`config.mk`:
```
export PLATFORM = sky130hd
export DESIGN_NAME = callshare_top
export DESIGN_NICKNAME = d
export VERILOG_FILES = /design/src/rtl/callshare_pkg.sv /design/src/rtl/callshare_health.sv /design/src/rtl/callshare_lock.sv /design/src/rtl/callshare_table.sv /design/src/rtl/callshare_top.sv
export SDC_FILE = /design/constraint.sdc
export NUM_CORES = 1
export LEC_CHECK = 0
export CORE_UTILIZATION = 28
export CTS_CLUSTER_SIZE = 8
export DETAILED_ROUTE_END_ITERATION = 7
export GPL_ROUTABILITY_DRIVEN = 0
export MAX_ROUTING_LAYER = met4
export PLACE_DENSITY_LB_ADDON = 0.3
export SYNTH_ARGS = -nofsm -noshare
export SYNTH_HDL_FRONTEND = slang
export SYNTH_SLANG_ARGS = --single-unit
```
`constraint.sdc`:
```
create_clock -name clk -period 2.45 [get_ports clk]
set_input_delay 0.49 -clock clk [delete_from_list [all_inputs] [get_ports clk]]
set_output_delay 0.49 -clock clk [all_outputs]
set_load 0.1 [all_outputs]
```
`src/rtl/callshare_pkg.sv`:
```
package callshare_pkg;

    typedef enum logic {
        HB_WATCH  = 1'b0,
        HB_FAILED = 1'b1
    } hb_state_e;

    typedef enum logic [1:0] {
        LK_FREE  = 2'd0,
        LK_HELD0 = 2'd1,
        LK_HELD1 = 2'd2
    } lk_state_e;

    localparam logic [15:0] LFSR_SEED = 16'hACE1;

    function automatic logic [15:0] lfsr_step(input logic [15:0] s);
        return {s[14:0], s[15] ^ s[13] ^ s[12] ^ s[10]};
    endfunction

endpackage

```
`src/rtl/callshare_health.sv`:
```
module callshare_health
    import callshare_pkg::*;
#(
    parameter int TW = 8
) (
    input  logic          clk,
    input  logic          rst_n,
    input  logic          hb,
    input  logic [TW-1:0] tmo,
    output logic          alive
);
    hb_state_e     st, st_nxt;
    logic [TW-1:0] quiet;
    logic [TW:0]   quiet_inc;

    assign quiet_inc = {1'b0, quiet} + 1'b1;

    // cycles since last heartbeat, saturating
    always_ff @(posedge clk) begin
        if (!rst_n)                quiet <= '0;
        else if (hb)               quiet <= '0;
        else if (quiet != '1)      quiet <= quiet + 1'b1;
    end

    always_comb begin
        st_nxt = st;
        unique case (st)
            HB_WATCH:  if (!hb && tmo != '0 && quiet_inc >= {1'b0, tmo}) st_nxt = HB_FAILED;
            HB_FAILED: st_nxt = HB_FAILED;
        endcase
    end

    always_ff @(posedge clk) begin
        if (!rst_n) st <= HB_WATCH;
        else        st <= st_nxt;
    end

    always_comb alive = (st == HB_WATCH);

endmodule

```
`src/rtl/callshare_lock.sv`:
```
module callshare_lock
    import callshare_pkg::*;
(
    input  logic       clk,
    input  logic       rst_n,
    input  logic [1:0] alive,
    input  logic       set0,
    input  logic       clr0,
    input  logic       set1,
    input  logic       clr1,
    output logic       own0,
    output logic       own1,
    output logic       bad0,
    output logic       bad1
);
    lk_state_e st, st_nxt;

    always_comb begin
        st_nxt = st;
        unique case (st)
            LK_FREE: begin
                if (set0 && alive[0])      st_nxt = LK_HELD0;
                else if (set1 && alive[1]) st_nxt = LK_HELD1;
            end
            LK_HELD0: begin
                if (!alive[0] && alive[1]) st_nxt = LK_HELD1;
                else if (clr0)             st_nxt = LK_FREE;
            end
            LK_HELD1: begin
                if (!alive[1] && alive[0]) st_nxt = LK_HELD0;
                else if (clr1)             st_nxt = LK_FREE;
            end
            default: st_nxt = LK_FREE;
        endcase
    end

    always_ff @(posedge clk) begin
        if (!rst_n) st <= LK_FREE;
        else        st <= st_nxt;
    end

    always_comb begin
        own0 = (st == LK_HELD0);
        own1 = (st == LK_HELD1);
        bad0 = clr0 && (st != LK_HELD0);
        bad1 = clr1 && (st != LK_HELD1);
    end

endmodule

```
`src/rtl/callshare_table.sv`:
```
module callshare_table
    import callshare_pkg::*;
#(
    parameter int N_CALLS = 8,
    parameter int ID_W    = 8
) (
    input  logic            clk,
    input  logic            rst_n,
    input  logic            mode_rand,
    input  logic [1:0]      alive,
    input  logic            req_valid,
    input  logic [ID_W-1:0] req_id,
    input  logic            done_valid,
    input  logic [ID_W-1:0] done_id,
    input  logic [ID_W-1:0] qry_id,
    output logic            asg_valid,
    output logic            asg_proc,
    output logic            asg_busy,
    output logic            qry_hit,
    output logic            qry_owner
);
    localparam int IW = (N_CALLS > 1) ? $clog2(N_CALLS) : 1;

    logic [N_CALLS-1:0] vld;
    logic [N_CALLS-1:0] own;
    logic [ID_W-1:0]    ids [N_CALLS];
    logic               rr;
    logic [15:0]        lfsr;

    logic [IW-1:0]      free_idx;
    logic               have_free;
    logic               pick;
    logic               accept;

    always_comb begin
        free_idx  = '0;
        have_free = 1'b0;
        for (int i = N_CALLS - 1; i >= 0; i--) begin
            if (!vld[i]) begin
                free_idx  = IW'(i);
                have_free = 1'b1;
            end
        end
    end

    always_comb begin
        unique case (alive)
            2'b11:   pick = mode_rand ? lfsr[0] : rr;
            2'b10:   pick = 1'b1;
            default: pick = 1'b0;
        endcase
        accept = req_valid && have_free && (alive != 2'b00);
    end

    always_ff @(posedge clk) begin
        if (!rst_n) begin
            vld <= '0;
            own <= '0;
            for (int i = 0; i < N_CALLS; i++) ids[i] <= '0;
        end else begin
            for (int i = 0; i < N_CALLS; i++) begin
                if (done_valid && vld[i] && ids[i] == done_id)
                    vld[i] <= 1'b0;
                if (vld[i] && !alive[own[i]] && alive[~own[i]])
                    own[i] <= ~own[i];
                if (accept && free_idx == IW'(i)) begin
                    vld[i] <= 1'b1;
                    ids[i] <= req_id;
                    own[i] <= pick;
                end
            end
        end
    end

    always_ff @(posedge clk) begin
        if (!rst_n) begin
            rr   <= 1'b0;
            lfsr <= LFSR_SEED;
        end else if (accept && alive == 2'b11) begin
            if (mode_rand) lfsr <= lfsr_step(lfsr);
            else           rr   <= ~rr;
        end
    end

    always_ff @(posedge clk) begin
        if (!rst_n) begin
            asg_valid <= 1'b0;
            asg_busy  <= 1'b0;
            asg_proc  <= 1'b0;
        end else begin
            asg_valid <= req_valid;
            asg_busy  <= req_valid && !accept;
            asg_proc  <= accept ? pick : 1'b0;
        end
    end

    always_comb begin
        qry_hit   = 1'b0;
        qry_owner = 1'b0;
        for (int i = 0; i < N_CALLS; i++) begin
            if (vld[i] && ids[i] == qry_id) begin
                qry_hit   = 1'b1;
                qry_owner = own[i];
            end
        end
    end

endmodule

```
`src/rtl/callshare_top.sv`:
```
module callshare_top
    import callshare_pkg::*;
#(
    parameter int N_CALLS = 8,
    parameter int ID_W    = 8,
    parameter int N_RES   = 4,
    parameter int TW      = 8
) (
    input  logic             clk,
    input  logic             rst_n,
    input  logic             mode_rand,
    input  logic [TW-1:0]    hb_timeout,
    input  logic [1:0]       hb,
    output logic [1:0]       alive,
    input  logic             req_valid,
    input  logic [ID_W-1:0]  req_id,
    input  logic             done_valid,
    input  logic [ID_W-1:0]  done_id,
    output logic             asg_valid,
    output logic             asg_proc,
    output logic             asg_busy,
    input  logic [ID_W-1:0]  qry_id,
    output logic             qry_hit,
    output logic             qry_owner,
    input  logic [N_RES-1:0] lk_set0,
    input  logic [N_RES-1:0] lk_clr0,
    input  logic [N_RES-1:0] lk_set1,
    input  logic [N_RES-1:0] lk_clr1,
    output logic [N_RES-1:0] lk_own0,
    output logic [N_RES-1:0] lk_own1,
    output logic [1:0]       lk_err
);
    logic [N_RES-1:0] bad0, bad1;

    for (genvar p = 0; p < 2; p++) begin : g_proc
        callshare_health #(.TW(TW)) u_health (
            .clk   (clk),
            .rst_n (rst_n),
            .hb    (hb[p]),
            .tmo   (hb_timeout),
            .alive (alive[p])
        );
    end

    for (genvar r = 0; r < N_RES; r++) begin : g_res
        callshare_lock u_lock (
            .clk   (clk),
            .rst_n (rst_n),
            .alive (alive),
            .set0  (lk_set0[r]),
            .clr0  (lk_clr0[r]),
            .set1  (lk_set1[r]),
            .clr1  (lk_clr1[r]),
            .own0  (lk_own0[r]),
            .own1  (lk_own1[r]),
            .bad0  (bad0[r]),
            .bad1  (bad1[r])
        );
    end

    always_ff @(posedge clk) begin
        if (!rst_n) lk_err <= 2'b00;
        else        lk_err <= {|bad1, |bad0};
    end

    callshare_table #(.N_CALLS(N_CALLS), .ID_W(ID_W)) u_table (
        .clk        (clk),
        .rst_n      (rst_n),
        .mode_rand  (mode_rand),
        .alive      (alive),
        .req_valid  (req_valid),
        .req_id     (req_id),
        .done_valid (done_valid),
        .done_id    (done_id),
        .qry_id     (qry_id),
        .asg_valid  (asg_valid),
        .asg_proc   (asg_proc),
        .asg_busy   (asg_busy),
        .qry_hit    (qry_hit),
        .qry_owner  (qry_owner)
    );

endmodule

```
==> impl_results.md <==
* Max VDD drop at between 0.5 and 0.6 mV
* Commonest non-fill, non-tap cell in the layout: buf_4
* H-tree depth at 4
* Clk_lat worst skew at between 400 and 500 ps
* Pre-CTS setup slack at -765.3 ps
* TritonCTS buffer count at 17
* Post-synthesis mux area share at under 10%
* Max-slew headroom at about 56%
* Dpl hpwl at 15810 µm
* Slew Limit Fails at 0
* Area of the mapped netlist at around 0.0074 mm²
* Post-synth top flop: edfxtp_1
* IO Pins at a little over 70
* GRT overflow at 0
* Site Rows at 59
* Cell area after layout at around 0.0097 mm²
* Post-synthesis simple-gate area fraction at around 17%
* Synth Area in XOR/XNOR at roughly 17%
* Main combinational cell family by area after synthesis: XOR/XNOR gates
* Final ANT Viol Nets at 0
* Ys async rst share at 0%
* Largest net degree at the start of global routing at 21
* Crit Path Max Fanout at 2
* DRT iter0 DRCs at between 300 and 400
* Clk slew on worst S/H paths at about 60 ps
* ANT cells at 0
* Max_cap viols at 0
* Worst Skew at approximately 6.8 ps
* Initial antenna violation count at 0
* Failing checks: negative setup slack
* Pwr Total at between 5000 and 6000 µW
* Avg Cell Area, Syn at 9.573 µm²
* Clk buf depth at 2
* PnR worst setup slack at -415.0 ps
* Global-route wire length before repair at roughly 32000 µm
* CTS tree: built
* Detailed Route WL at 20760 µm
* Commonest non-fill, non-tap cells in the layout: buf_4, nor2_1, xor2_1
* Synth Register Bits at between 100 and 150
* Area of the die at about 0.027 mm²
* # hold bufs at CTS at 0
* Tot GR Track Use at between 15 and 20%
* Worst Setup End Kind: output port
* Layout Nets at a little under 1000
* Final cell count without fillers at roughly 1200
* Share of the synthesized area in the top cell type at between 20 and 30%
* Initial core utilization at between 20% and 30%
* Post-synth EDFFs at 64
* Pwr/cell area at between 500 and 600 mW/mm²
* Vias at between 5000 and 6000
* Filler cells at about 2600
* Worst hold path type: register to register
* Syn-to-layout area delta at 29.91%
* Critical Path RT at 1960 ps
* Multi-input logic area at 0.003837 mm²
* Worst slew pin tran at approximately 660 ps
* # clock sinks at 128
* Vias in the first global route at between 5000 and 6000
* Root Driver: clkbuf_16
* Startpoint Class: register
* Final core occ at between 30 and 40%
* DR DRC count at 0
* Post-synthesis instance total at 777
* Synth area leader: edfxtp_1
* Crit path kind: register to output port
* FF/Latch Area at between 0.003 and 0.004 mm²
* RSZ-0062 raised after global routing: true
* Routed vias/inst at ~4.7
* Final setup fails at 2
* Hold path depth at 2
* Adder-cell area share of the yosys netlist at under 10%
* Period minus WS final at ~2900 ps
* Die W at 165.0 µm
* Syn Nets at 850
* Status: finished, violations left
* Worst reg-to-reg path cell count at 10
* Compound-Gate Fraction of Synth Area at between 10% and 20%
* Core area at roughly 0.026 mm²
* Critical Path AT at about 2400 ps
* Final hold violation count at 0
* Die Ht at approximately 160 µm
* Seq/Total Area, Yosys at between 40% and 50%
* Final period utilization at 116.9%
* Placed cell count at 1202
* Port Buf Inserts at about 70
* Highest clock rate at between 300 and 400 MHz
* Detailed-route wire length per cell at roughly 17 µm
* Pleak at around 0.0039 µW
* Share of layout cells above drive strength 1 at 17.56%
* Yosys warns at 0
* DRT Pass-1 Iters at 6
* Placed inst area at ~0.009 mm²
* Area contributors post-synth: edfxtp_1, dfxtp_1, xnor2_1
* Synth cell types at 56
per-layer routing:
metal | track usage (%) | share of wire (%)
met2 | 26.44 | 48
met4 | 7.089 | 2.4
met1 | 19.83 | 45
met3 | 2.336 | 4.2
met5 | - | 0
flip-flops by register name (all words and copies together), names as in the netlist:
register and count:
u_table.asg_valid 1, g_proc.u_health.st 2, u_table.lfsr 16, u_table.asg_proc 1, u_table.own 8, u_table.asg_busy 1, u_table.rr 1, u_table.vld 8
g_res.u_lock.st 8, u_table.ids 64, lk_err 2, g_proc.u_health.quiet 16
synthesized netlist by cell type, types with 10 or more instances:
| library cell | instances |
|---|---|
| inv_1 | 38 |
| xnor2_1 | 73 |
| edfxtp_1 | 64 |
| mux2i_1 | 21 |
| buf_4 | 11 |
| nor2b_1 | 20 |
| nor3_1 | 10 |
| o21ai_0 | 15 |
| a21oi_1 | 41 |
| nor2_1 | 77 |
| nor4_1 | 10 |
| nand4_1 | 15 |
| dfxtp_1 | 64 |
| nand3_1 | 27 |
| xor2_1 | 73 |
| nand2_1 | 59 |
| ha_1 | 18 |
| clkbuf_1 | 21 |
cell families (layout without fill, tap and decap cells):
family,after synthesis,count (layout)
adders and majority gates,18,18
and+or+nand+nor,254,254
muxes,22,22
DFF,128,128
AOI/OAI and AO/OA,117,117
xor gates and xnor gates,146,146
buffers and inverters,92,226
power by group:
part	switching, µW	leakage (µW)	internal (µW)
clock network	1000	0.000274	1360
logic	521	0.00249	427
registers	102	0.00118	2360
total	1630	0.00395	4150
through the flow:
| stage | hold WS (ps) | TNS (ps) |
|---|---|---|
| floorplan | 441.3 | -242.3 |
| global placement | 450.3 | -2930 |
| detailed placement | 462.3 | -2346 |
| CTS | 478.2 | -549.7 |
| global route | 495.2 | -736.8 |
| finish | 478.2 | -534.5 |
final timing paths:
path	start	endpoint	slack [ps]
max	u_table.ids[0][4]	qry_owner	-420
min	u_table.lfsr[11]	u_table.lfsr[11]	480
max reg2reg	g_proc[1].u_health.quiet[1]	g_proc[1].u_health.st	210
min reg2reg	u_table.lfsr[11]	u_table.lfsr[11]	480
worst max-delay path: stages (launching register included):
cell and delay, ps:
edfxtp_1 450, xor2_1 210, nor4_2 280, and4_1 220, mux2i_1 70, a211o_1 340, a31oi_4 190, buf_12 200
repair_timing:
action                     CTS  global route
setup endpoints to repair    2             2
buffers inserted            10             4
hold endpoints to repair     0             0
gates resized for setup     28             5
pin swaps                    9             5
area by class of cell:
type                       instances  share of cell area [%]
multi-input combinational        557                   39.71
inverter                          39                   1.515
sequential                       128                   33.15
timing repair buffer             155                   15.58
clock buffer                      18                   4.661
tap                              335                   4.338
clock inverter                    14                   1.049
Power figures use the tool's default switching activity.
